**config.mk**
```make
export PLATFORM = sky130hd
export DESIGN_NAME = panel_spi_writer
export DESIGN_NICKNAME = d
export VERILOG_FILES = /design/src/rtl/panel_spi_pkg.sv /design/src/rtl/spi_half_tick.sv /design/src/rtl/spi_frame_shifter.sv /design/src/rtl/panel_write_seq.sv /design/src/rtl/panel_spi_writer.sv
export SDC_FILE = /design/constraint.sdc
export NUM_CORES = 1
export LEC_CHECK = 0
export BUFFER_PORTS_ARGS = -buffer_cell sky130_fd_sc_hd__buf_2
export CAP_MARGIN = 5
export CORE_MARGIN = 3
export CORE_UTILIZATION = 35
export CTS_CLUSTER_DIAMETER = 200
export DETAILED_ROUTE_END_ITERATION = 6
export PLACE_DENSITY = 0.63
export RECOVER_POWER = 100
export SLEW_MARGIN = 20
export SYNTH_ARGS = -nofsm -noshare
export SYNTH_HDL_FRONTEND = slang
export SYNTH_SLANG_ARGS = --single-unit
```
**constraint.sdc**
```tcl
create_clock -name clk -period 4.75 [get_ports clk]
set_clock_uncertainty 0.2 [all_clocks]
set_input_delay 0.95 -clock clk [delete_from_list [all_inputs] [get_ports clk]]
set_output_delay 0.95 -clock clk [all_outputs]
set_load 0.02 [all_outputs]
```
**src/rtl/panel_spi_pkg.sv**
```systemverilog
package panel_spi_pkg;

   localparam int FRAME_BITS = 24;
   localparam int BYTE_BITS  = 8;

   // half periods inside one chip-select low window: setup + two per bit
   localparam int FRAME_HALVES = 2 * FRAME_BITS + 1;

   typedef enum logic [1:0] {
      SEQ_IDLE  = 2'd0,
      SEQ_FRAME = 2'd1,
      SEQ_GAP   = 2'd2
   } seq_state_t;

   // panel register indices and field bits commonly written through this block
   localparam logic [7:0] PNL_REG_POWER   = 8'h11;
   localparam logic [7:0] PNL_REG_SCAN    = 8'h01;
   localparam int         PNL_POWER_OFF_B = 0;
   localparam int         PNL_SCAN_LR_B   = 8;
   localparam int         PNL_SCAN_TB_B   = 9;
   localparam int         PNL_SCAN_BGR_B  = 11;
   localparam int         PNL_SCAN_NORM_B = 13;

   function automatic logic [FRAME_BITS-1:0] pack_frame(
      input logic [BYTE_BITS-1:0] tag,
      input logic [BYTE_BITS-1:0] mid,
      input logic [BYTE_BITS-1:0] low);
      return {tag, mid, low};
   endfunction

endpackage

```
**src/rtl/spi_half_tick.sv**
```systemverilog
module spi_half_tick #(
   parameter int HALF_DIV = 5
) (
   input  logic clk,
   input  logic rst_n,
   input  logic run,
   input  logic restart,
   output logic tick
);

   generate
      if (HALF_DIV == 1) begin : g_every_cycle
         assign tick = run;
      end else begin : g_counter
         localparam int CW = $clog2(HALF_DIV);
         localparam logic [CW-1:0] LAST = CW'(HALF_DIV - 1);
         logic [CW-1:0] cnt_q;

         assign tick = run && (cnt_q == LAST);

         always_ff @(posedge clk or negedge rst_n) begin
            if (!rst_n) begin
               cnt_q <= '0;
            end else if (restart || !run || tick) begin
               cnt_q <= '0;
            end else begin
               cnt_q <= cnt_q + 1'b1;
            end
         end
      end
   endgenerate

endmodule

```
**src/rtl/spi_frame_shifter.sv**
```systemverilog
module spi_frame_shifter
   import panel_spi_pkg::*;
(
   input  logic                  clk,
   input  logic                  rst_n,
   input  logic                  load,
   input  logic [FRAME_BITS-1:0] load_word,
   input  logic                  step,
   input  logic                  clear,
   output logic                  sck,
   output logic                  mosi
);

   logic [FRAME_BITS-1:0] shreg_q;
   logic                  primed_q;
   logic                  sck_q;
   logic                  mosi_q;

   always_ff @(posedge clk or negedge rst_n) begin
      if (!rst_n) begin
         shreg_q  <= '0;
         primed_q <= 1'b0;
         sck_q    <= 1'b1;
         mosi_q   <= 1'b0;
      end else if (load) begin
         shreg_q  <= load_word;
         primed_q <= 1'b0;
         sck_q    <= 1'b1;
         mosi_q   <= load_word[FRAME_BITS-1];
      end else if (clear) begin
         sck_q    <= 1'b1;
         mosi_q   <= 1'b0;
      end else if (step) begin
         if (sck_q) begin
            // falling edge: advance to the next bit except on the first one
            sck_q    <= 1'b0;
            primed_q <= 1'b1;
            if (primed_q) begin
               mosi_q  <= shreg_q[FRAME_BITS-2];
               shreg_q <= {shreg_q[FRAME_BITS-2:0], 1'b0};
            end
         end else begin
            sck_q <= 1'b1;
         end
      end
   end

   assign sck  = sck_q;
   assign mosi = mosi_q;

endmodule

```
**src/rtl/panel_write_seq.sv**
```systemverilog
module panel_write_seq
   import panel_spi_pkg::*;
#(
   parameter int             GAP_HALVES = 2,
   parameter logic [7:0]     INDEX_TAG  = 8'h74,
   parameter logic [7:0]     DATA_TAG   = 8'h76
) (
   input  logic                  clk,
   input  logic                  rst_n,
   input  logic                  req_valid,
   input  logic [7:0]            req_index,
   input  logic [15:0]           req_value,
   input  logic                  tick,
   output logic                  busy,
   output logic                  done,
   output logic                  cs_n,
   output logic                  accept,
   output logic                  load,
   output logic [FRAME_BITS-1:0] load_word,
   output logic                  step,
   output logic                  clear
);

   localparam int HMAX = (FRAME_HALVES > GAP_HALVES) ? FRAME_HALVES : GAP_HALVES;
   localparam int HW   = $clog2(HMAX + 1);
   localparam logic [HW-1:0] FRAME_LAST = HW'(FRAME_HALVES - 1);
   localparam logic [HW-1:0] GAP_LAST   = HW'(GAP_HALVES - 1);

   seq_state_t            state_q;
   logic [HW-1:0]         hcnt_q;
   logic                  second_q;
   logic                  busy_q;
   logic                  done_q;
   logic                  cs_n_q;
   logic [FRAME_BITS-1:0] data_word_q;
   logic                  gap_end;
   logic                  frame_end;

   assign accept    = req_valid && !busy_q;
   assign gap_end   = (state_q == SEQ_GAP)   && tick && (hcnt_q == GAP_LAST);
   assign frame_end = (state_q == SEQ_FRAME) && tick && (hcnt_q == FRAME_LAST);
   assign step      = (state_q == SEQ_FRAME) && tick && (hcnt_q != FRAME_LAST);
   assign clear     = frame_end;
   assign load      = accept || gap_end;
   assign load_word = accept ? pack_frame(INDEX_TAG, 8'h00, req_index) : data_word_q;

   always_ff @(posedge clk or negedge rst_n) begin
      if (!rst_n) begin
         state_q     <= SEQ_IDLE;
         hcnt_q      <= '0;
         second_q    <= 1'b0;
         busy_q      <= 1'b0;
         done_q      <= 1'b0;
         cs_n_q      <= 1'b1;
         data_word_q <= '0;
      end else begin
         done_q <= 1'b0;
         unique case (state_q)
            SEQ_IDLE: begin
               if (accept) begin
                  state_q     <= SEQ_FRAME;
                  hcnt_q      <= '0;
                  second_q    <= 1'b0;
                  busy_q      <= 1'b1;
                  cs_n_q      <= 1'b0;
                  data_word_q <= pack_frame(DATA_TAG, req_value[15:8], req_value[7:0]);
               end
            end
            SEQ_FRAME: begin
               if (frame_end) begin
                  cs_n_q <= 1'b1;
                  hcnt_q <= '0;
                  if (second_q) begin
                     state_q <= SEQ_IDLE;
                     busy_q  <= 1'b0;
                     done_q  <= 1'b1;
                  end else begin
                     state_q <= SEQ_GAP;
                  end
               end else if (tick) begin
                  hcnt_q <= hcnt_q + 1'b1;
               end
            end
            SEQ_GAP: begin
               if (gap_end) begin
                  state_q  <= SEQ_FRAME;
                  second_q <= 1'b1;
                  cs_n_q   <= 1'b0;
                  hcnt_q   <= '0;
               end else if (tick) begin
                  hcnt_q <= hcnt_q + 1'b1;
               end
            end
            default: state_q <= SEQ_IDLE;
         endcase
      end
   end

   assign busy = busy_q;
   assign done = done_q;
   assign cs_n = cs_n_q;

endmodule

```
**src/rtl/panel_spi_writer.sv**
```systemverilog
module panel_spi_writer
   import panel_spi_pkg::*;
#(
   parameter int         CLK_HZ     = 200_000_000,
   parameter int         SCK_MAX_HZ = 20_000_000,
   parameter int         HALF_DIV   = 5,
   parameter int         GAP_HALVES = 2,
   parameter int         IDX_W      = 8,
   parameter int         VAL_W      = 16,
   parameter logic [7:0] INDEX_TAG  = 8'h74,
   parameter logic [7:0] DATA_TAG   = 8'h76
) (
   input  logic             clk,
   input  logic             rst_n,
   input  logic             req_valid,
   input  logic [IDX_W-1:0] req_index,
   input  logic [VAL_W-1:0] req_value,
   output logic             busy,
   output logic             done,
   output logic             spi_sck,
   output logic             spi_mosi,
   output logic             spi_cs_n,
   input  logic             spi_miso
);

   localparam longint SCK_HZ = longint'(CLK_HZ) / (2 * longint'(HALF_DIV));

   generate
      if (HALF_DIV < 1) begin : g_bad_div
         $error("HALF_DIV must be at least 1");
      end
      if (SCK_HZ > longint'(SCK_MAX_HZ)) begin : g_too_fast
         $error("serial clock exceeds SCK_MAX_HZ");
      end
      if (GAP_HALVES < 2) begin : g_bad_gap
         $error("GAP_HALVES must cover at least one serial clock period");
      end
      if (IDX_W != BYTE_BITS || VAL_W != 2 * BYTE_BITS) begin : g_bad_width
         $error("index must be one byte and value two bytes");
      end
   endgenerate

   logic                  tick;
   logic                  accept;
   logic                  load;
   logic [FRAME_BITS-1:0] load_word;
   logic                  step;
   logic                  clear;
   logic                  miso_unused;

   assign miso_unused = spi_miso;

   spi_half_tick #(
      .HALF_DIV (HALF_DIV)
   ) u_tick (
      .clk     (clk),
      .rst_n   (rst_n),
      .run     (busy),
      .restart (accept),
      .tick    (tick)
   );

   panel_write_seq #(
      .GAP_HALVES (GAP_HALVES),
      .INDEX_TAG  (INDEX_TAG),
      .DATA_TAG   (DATA_TAG)
   ) u_seq (
      .clk       (clk),
      .rst_n     (rst_n),
      .req_valid (req_valid),
      .req_index (req_index[7:0]),
      .req_value (req_value[15:0]),
      .tick      (tick),
      .busy      (busy),
      .done      (done),
      .cs_n      (spi_cs_n),
      .accept    (accept),
      .load      (load),
      .load_word (load_word),
      .step      (step),
      .clear     (clear)
   );

   spi_frame_shifter u_shift (
      .clk       (clk),
      .rst_n     (rst_n),
      .load      (load),
      .load_word (load_word),
      .step      (step),
      .clear     (clear),
      .sck       (spi_sck),
      .mosi      (spi_mosi)
   );

endmodule

```
# == After elaboration in Yosys (flattened, before gate mapping) ==
# Cells that the tools add are included.
# word_totals
regBits,58
word_cells,98
# op_classes
add_sub_neg,2
eq_ne,11
n_mux,43
n_reduce_logical,30
# ops
cell,n
$mux W23,6
$mux W6,4
$mux W1,23
$pmux W6 S3,1
$reduce_and A3 Y1,4
$reduce_and A4 Y1,3
$reduce_bool A3 Y1,4
$reduce_bool A2 Y1,5
$mux W2,4
$logic_and A1 B1 Y1,7
$add A6 B1 Y6 const B,1
$eq A6 B1 Y1 const B,1
$eq A6 B6 Y1 const B,1
$ne A2 B1 Y1 const B,3
$ne A6 B6 Y1 const B,1
$pmux W2 S3,1
$ne A2 B2 Y1 const B,2
$pmux W1 S2,2
$reduce_and A2 Y1,2
$add A3 B1 Y3 const B,1
$eq A3 B3 Y1 const B,1
$logic_or A1 B1 Y1,3
$mux W3,1
$pmux W1 S3,1
other kinds (4),4

# == Logic depth before layout (Yosys ltp) ==
# Gate-level depths: netlist (run 1).
# logic_depth
word_depth,7
depth_mapped,9

# == Hierarchy ==
# From an unflattened synthesis (run 1), not the netlist that was laid out.
# unflattened
cells_unflattened,302
area_unflattened_um2,3085.5
# modules_own_cells
module,n_inst,cells_per_inst,area_each_um2,seq_area_each_um2
panel_write_seq,1,175,1721.7,726.9
spi_frame_shifter,1,112,1198.6,651.9
spi_half_tick,1,15,165.2,75.1

# == Least setup slack after synthesis (run 1) ==
# OpenSTA, ideal clock, no wires.
# synth_timing
path_kind,in2reg
startpoint,input req_valid
endpoint,register u_seq.data_word_q[10]
t_arrival_ps,2009
path_slack_ps,2416
stages,5
path_buffers,2
path_cell_list,nor2b_1 -> buf_2 -> nand2_1 -> buf_2 -> mux2_2
# synth_between
elab_chain_cells,2
# synth_rtl
element,line,text
"start, declared",panel_spi_writer.sv:15,"input logic req_valid,"
$logic_and A1 B1 Y1,panel_write_seq.sv:39,assign accept = req_valid && !busy_q;
$reduce_and A2 Y1 (no source line),n/a,
"end signal, assigned",panel_write_seq.sv:66,"data_word_q <= pack_frame(DATA_TAG, req_value[15:8], req_value[7:0]);"
"end, declared",panel_write_seq.sv:35,logic [FRAME_BITS-1:0] data_word_q;
# No other way between the ends.
# A chain may end at the register's enable or synchronous reset.

# == Worst setup path after layout (run 1) ==
# layout_timing
startpoint,input req_valid
endpoint,register u_seq.data_word_q[11]
# The elaborated chain is that of the path after synthesis.

==> impl_metrics.env, run 1 <==
export IMPL_combPwrFrac_pct=2.8
export IMPL_totalWireLength_um=5920
export IMPL_clockPowerShare_pct=43.3
export IMPL_seq_power_share_pct=54.0
export IMPL_grt_ovfl_total=0
export IMPL_grt_pass1_wl_um=9920
export IMPL_drt_met1_wl_um=2830
export IMPL_avgSynthCellArea_um2=10.5
export IMPL_synthTopCellsByArea="dfrtp_1 (49%), mux2_2 (7.1%), ha_1 (3.9%), nand2_1 (3.9%), nor2_1 (3.4%)"
export IMPL_ys_ff_latch=58
export IMPL_synth_top_family_by_area="simple AND/OR/NAND/NOR gates"
export IMPL_hold_viol=0
export IMPL_relSlewSlack_pct=29.6
export IMPL_synthCells=272
export IMPL_antenna_found_initial=0
export IMPL_r2r_end="u_shift.shreg_q[1]"
export IMPL_synth_most_common_cell="dfrtp_1"
export IMPL_avgRoutedWirePerCell_um=14.6
export IMPL_drc=0
export IMPL_synth_commonest_cells="dfrtp_1 (56), nand2_1 (30), nor2_1 (26)"
export IMPL_worstMarginPinSlew_ps=1060
export IMPL_post_cts_resized=0
export IMPL_cap_violations=0
export IMPL_start_util_pct=36.5
export IMPL_fp_dieW_um=96.3
export IMPL_dr_wl_met3_um=291
export IMPL_diodes=0
export IMPL_cts_root_buffer="clkbuf_8"
export IMPL_path_max_fanout=17
export IMPL_vias=2097
export IMPL_rsz0062_at_grt="false"
export IMPL_synth_edf_count=0
export IMPL_muxShareOfSynthArea_pct=10.3
export IMPL_routed_via_density=5.15
export IMPL_r2r_start="u_seq.state_q[0]"
export IMPL_min_path_cells=1
export IMPL_synthDistinctLibCells=45
export IMPL_synthXorXnorAreaFrac_pct=1.54
export IMPL_cts_buffers=9
export IMPL_insertion_delay_ps=340
export IMPL_fin_crit_sh_pct=60.2
export IMPL_first_pass_iters=4
export IMPL_cp_end_kind="flip-flop"
export IMPL_syn_nets=309
export IMPL_core_area_um2=7810
export IMPL_drt_initial_drc_count=109
export IMPL_drive_gt1_share_pct=22.6
export IMPL_cp_data_required_time_ps=4780
export IMPL_ys_async_sr_fraction_pct=100
export IMPL_outcome="finished, final reports clean"
export IMPL_clkTransAtPathRegs_ps=70
export IMPL_rr_worst_depth=6
export IMPL_syn_cell_area_um2=2850
export IMPL_start_kind="input pin"
export IMPL_die_area_um2=9270
export IMPL_r2r_slack_ps=2030
export IMPL_min_to="u_seq.data_word_q[17]"
export IMPL_port_buffers=31
export IMPL_switching_share_pct=23.4
export IMPL_cts_sinks=58
export IMPL_postPlaceCellArea_um2=3080
export IMPL_track_usage_pct=14.1
export IMPL_clockBufferDepth=2
export IMPL_drtAntennaViolNets=0
export IMPL_seq_area_frac_synth_pct=51.0
export IMPL_rows=32
export IMPL_fin_crit_ps=2860
export IMPL_synth_compound_area_share_pct=11.8
export IMPL_max_freq_mhz=350
export IMPL_worstPathArrival_ps=2890
export IMPL_ios=33
export IMPL_syn_to_final_growth_pct=13.6
export IMPL_ir_worst_vdd_mv=0.149
export IMPL_place_gp_congestion=0.755
export IMPL_hpwlAfterDp_um=3800
export IMPL_hold_path_class="flip-flop to flip-flop"
export IMPL_cts_tree="built"
export IMPL_dr_max_layer_used="met4"
export IMPL_hold_buffers=0
export IMPL_n_fill_cell=802
export IMPL_crit_type="input pin to flip-flop"
export IMPL_holdCritStartpoint="u_seq.data_word_q[17]"
export IMPL_final_cell_area_um2=3240
export IMPL_tns_ps=0
export IMPL_yosysWarnings=0
export IMPL_ys_flop_type="dfrtp_1"
export IMPL_setup_viol=0
export IMPL_grt_max_degree=59
export IMPL_die_y_um=96.3
export IMPL_synth_area_leader_cell="dfrtp_1"
export IMPL_synthDominantCellAreaShare_pct=49.1
export IMPL_p_int_uw=710
export IMPL_post_cts_setup_buffers=0
export IMPL_grt_pass1_vias=2003
export IMPL_yosys_area_share_simple_pct=17.8
export IMPL_synth_fa_ha_area_share_pct=3.95
export IMPL_htreeDepth=3
export IMPL_slew_viol_final=0
export IMPL_cellPowerDensity_nw_per_um2=286
export IMPL_nNetsFinal=337
export IMPL_dr_wl_met2_um=2710
export IMPL_p_sw_uw=217
export IMPL_cellLeakagePower_nw=1.61
## flip-flops by register name (all words and copies together), names as in the netlist
| register | cells |
|---|---|
| u_seq.busy | 1 |
| u_seq.data_word_q | 17 |
| u_seq.state_q | 2 |
| u_seq.second_q | 1 |
| u_shift.primed_q | 1 |
| u_shift.mosi | 1 |
| u_tick.g_counter.cnt_q | 3 |
| u_seq.hcnt_q | 6 |
| u_seq.cs_n | 1 |
| u_seq.done | 1 |
| u_shift.shreg_q | 23 |
| u_shift.sck | 1 |
## how the worst max path moves through the flow
stage | start | to | cells past startpoint
5_1_grt | req_valid | u_seq.data_word_q[0] | 4
2_1_floorplan | req_valid | u_seq.data_word_q[10] | 5
6_report | req_valid | u_seq.data_word_q[11] | 4
3_5_place_dp | req_valid | u_seq.data_word_q[11] | 4
4_1_cts | req_valid | u_seq.data_word_q[11] | 4
3_3_place_gp | req_valid | u_seq.data_word_q[6] | 4
## power groups by stage
| stage | registers (mW) | logic [mW] | clock network, mW |
|---|---|---|---|
| floorplan | 0.509 | 0.00505 | 0 |
| global placement | 0.509 | 0.0262 | 0 |
| detailed placement | 0.509 | 0.0267 | 0 |
| CTS | 0.500 | 0.0269 | 0.415 |
| global route | 0.500 | 0.0301 | 0.436 |
| finish | 0.500 | 0.0256 | 0.401 |
## kinds of logic after synthesis
| kind of cell | count (synthesis) |
|---|---|
| buffers and inverters | 25 |
| AO/OA/AOI/OAI | 43 |
| AND/OR/NAND/NOR | 105 |
| XOR/XNOR | 5 |
| flip-flops | 58 |
| multiplexers | 27 |
| adder cells (fa/ha/maj) | 9 |
## worst max-delay path: stages
cell and delay (ps):
clkbuf_1 120, nor2b_1 680, nand2_1 660, mux2_2 470
## layout make-up
| cell class | count | area, µm² | share of cell area, % |
|---|---|---|---|
| Clock inverter | 5 | 30.0 | 0.926 |
| Multi-Input combinational cell | 189 | 1290 | 39.9 |
| Tap cell | 102 | 128 | 3.94 |
| Clock buffer | 11 | 141 | 4.36 |
| Inverter | 9 | 33.8 | 1.04 |
| Timing Repair Buffer | 33 | 163 | 5.02 |
| Sequential cell | 58 | 1450 | 44.8 |
## through the flow
step | util (%) | setup slack [ps] | total power [mW] | hold slack (ps) | cells
floorplan | - | 2420 | 0.514 | 235 | 272
global placement | 39.4 | 1540 | 0.536 | 256 | 391
detailed placement | 39.4 | 1510 | 0.536 | 257 | 391
CTS | 41.6 | 1880 | 0.942 | 277 | 407
global route | 41.5 | 1660 | 0.966 | 318 | 407
finish | 41.5 | 1890 | 0.927 | 278 | 407
## layer usage
metal | track usage, % | vias to the layer above
met3 | 4.85 | 10
met5 | 0 | -
met4 | 4.27 | 0
li1 | - | 1020
met2 | 20.4 | 45
met1 | 19.8 | 1022
## placed cells by master (no fill, tap or decap), types with 2 or more instances in the layout
master      synthesis  layout
a211oi_1            8       8
a21oi_1             5       5
a31oi_1            14      14
and2_1              4       3
and3_1              6       6
buf_2               9      25
buf_4               0       2
clkbuf_1            6       7
clkbuf_8            0      10
clkinv_2            0       3
clkinvlp_4          0       2
dfrtp_1            56      56
dfstp_2             2       2
ha_1                9       9
inv_1               9       9
mux2_2             18      18
mux2i_1             9       9
nand2_1            30      30
nand2b_1            2       2
nand3_1            17      17
nand4_1             2       2
nor2_1             26      26
nor2b_1             2       2
nor3_1              7       7
nor4_1              2       2
o21ai_0             2       2
o31ai_1             2       2
xor2_1              4       4
(Power assumes the default switching activity.)
==> run 2, diff against run 1 <==
PLACE_DENSITY = 0.65   (was 0.63)
clock period = 2.6 ns   (was 4.75 ns; I/O delays follow)
==> run 2 against run 1 <==
Net effect:
- final cell count is 2.9% higher
- utilization is 1.3 points higher
- sequential cell count stayed put
- hold slack worse by 67 ps
- sequential power is 83% higher
- sequential share of layout area is 1.4 points lower
- highest routed layer unchanged
==> impl_metrics.env, run 2 (synthesis results as in run 1) <==
export IMPL_outcome="finished, final reports clean"
export IMPL_hpwlAfterDp_um=4000
export IMPL_cts_root_buffer="clkbuf_8"
export IMPL_fp_dieW_um=96.3
export IMPL_antenna_found_initial=0
export IMPL_power_mw=1.80
export IMPL_hold_worst_slack_ps=211
export IMPL_cp_end_kind="flip-flop"
export IMPL_vias=2150
export IMPL_routed_via_density=5.13
export IMPL_clkTransAtPathRegs_ps=70
export IMPL_crit_start="u_seq.hcnt_q[1]"
export IMPL_insertion_delay_ps=330
export IMPL_post_cts_resized=0
export IMPL_cellLeakagePower_nw=1.67
export IMPL_fin_crit_ps=2420
export IMPL_slew_viol_final=0
export IMPL_drive_gt1_share_pct=25.2
export IMPL_top_register="u_shift.shreg_q"
export IMPL_mostFrequentLayoutCell="dfrtp_1"
export IMPL_cap_violations=0
export IMPL_rr_worst_depth=6
export IMPL_relSlewSlack_pct=42.4
export IMPL_worstMarginPinSlew_ps=863
export IMPL_clockBufferDepth=2
export IMPL_tns_ps=0
export IMPL_max_freq_mhz=414
export IMPL_setup_viol=0
export IMPL_postPlaceCellArea_um2=3170
export IMPL_cts_sinks=58
export IMPL_r2r_start="u_seq.hcnt_q[1]"
export IMPL_cellPowerDensity_nw_per_um2=536
export IMPL_ios=33
export IMPL_core_area_um2=7810
export IMPL_grt_ovfl_total=0
export IMPL_worstPathArrival_ps=2420
export IMPL_cts_buffers=9
export IMPL_min_path_cells=2
export IMPL_critPathCapture="u_seq.hcnt_q[3]"
export IMPL_first_pass_iters=4
export IMPL_die_y_um=96.3
export IMPL_cts_tree="built"
export IMPL_start_kind="flip-flop"
export IMPL_grt_pass1_wl_um=10000
export IMPL_fin_crit_sh_pct=93.0
export IMPL_hold_viol=0
export IMPL_path_max_fanout=6
export IMPL_cp_data_required_time_ps=2600
export IMPL_holdCritStartpoint="req_value[2]"
export IMPL_syn_to_final_growth_pct=17.3
export IMPL_rsz0062_at_grt="false"
export IMPL_avgRoutedWirePerCell_um=13.7
export IMPL_final_cell_area_um2=3350
export IMPL_grt_max_degree=28
export IMPL_die_area_um2=9270
export IMPL_htreeDepth=3
export IMPL_nNetsFinal=349
export IMPL_rows=32
export IMPL_drtAntennaViolNets=0
export IMPL_grt_pass1_vias=2052
export IMPL_hold_path_class="input pin to flip-flop"
export IMPL_ir_worst_vdd_mv=0.437
export IMPL_place_gp_congestion=0.813
export IMPL_n_fill_cell=778
export IMPL_reg_largest_list="u_shift.shreg_q x23, u_seq.data_word_q x17, u_seq.hcnt_q x6"
export IMPL_drc=0
export IMPL_largest_reg_flops=23
export IMPL_drt_initial_drc_count=165
export IMPL_r2r_end="u_seq.hcnt_q[3]"
export IMPL_diodes=0
export IMPL_track_usage_pct=14.2
export IMPL_port_buffers=31
export IMPL_start_util_pct=36.5
export IMPL_crit_type="flip-flop to flip-flop"
export IMPL_totalWireLength_um=5720
export IMPL_r2r_slack_ps=180
export IMPL_mostFrequentLayoutCells="dfrtp_1 (56), nand2_1 (30), nor2_1 (26)"
==> run 2: cell count changes in the layout (fill, tap and decap cells not counted) <==
cell,previous run,this run
o41a_2,0,1
buf_4,2,9
dlygate4sd3_1,0,1
bufinv_16,0,1
o41a_4,1,0
and2_0,1,0
clkbuf_2,0,3
and2_1,3,4
clkinvlp_4,2,3
clkinv_4,0,1
clkinv_2,3,1
==> run 2: worst min-delay path by stage <==
stage,to,slack [ps]
finish,u_seq.data_word_q[2],210
global route,u_seq.data_word_q[15],190
CTS,u_seq.data_word_q[1],200
detailed placement,u_seq.data_word_q[11],270
global placement,u_seq.data_word_q[12],270
floorplan,u_seq.busy,20
==> run 2: through the flow <==
step                      setup slack [ps]  utilization, %  instances
after floorplan                        325               -        272
after global placement                 250            40.6        402
after detailed placement               227            40.6        402
after CTS                              220            43.4        419
after global routing                  83.2            42.9        419
final                                  182            42.9        419
==> run 2: per-layer routing <==
| metal | vias to the layer above | track usage, % | share of wire, % | wire (µm) |
|---|---|---|---|---|
| met3 | 5 | 4.77 | 5.6 | 323 |
| li1 | 1048 | - | - | - |
| met5 | - | 0 | 0 | 0 |
| met2 | 49 | 19.3 | 44 | 2530 |
| met4 | 0 | 4.98 | 1.2 | 71 |
| met1 | 1048 | 20.7 | 49 | 2790 |
==> run 2: critical path: stages, from the launching register on <==
cell	delay, ps
dfrtp_1	410
inv_1	90
ha_1	130
or3b_4	400
o41a_2	440
a2111oi_4	520
nor2_1	100
==> run 2: layout make-up <==
cell class | count | area, µm² | share of cell area (%)
clock buffer | 10 | 138 | 4.11
clock inverter | 6 | 66.3 | 1.98
inverter | 9 | 33.8 | 1.01
multi-input combinational | 189 | 1280 | 38.4
sequential | 58 | 1450 | 43.4
tap | 102 | 128 | 3.81
timing repair buffer | 45 | 244 | 7.29
==> run 2: power breakdown <==
group | total, mW | internal (mW) | switching [mW]
clock network | 0.833 | 0.468 | 0.366
registers | 0.914 | 0.910 | 0.00427
logic | 0.0474 | 0.0216 | 0.0258
total | 1.80 | 1.40 | 0.396
==> run 2: timing repair <==
action / in CTS / in global routing
hold endpoints to repair: 15 / 0
buffers inserted: 0 / 0
hold buffers: 1 / 0
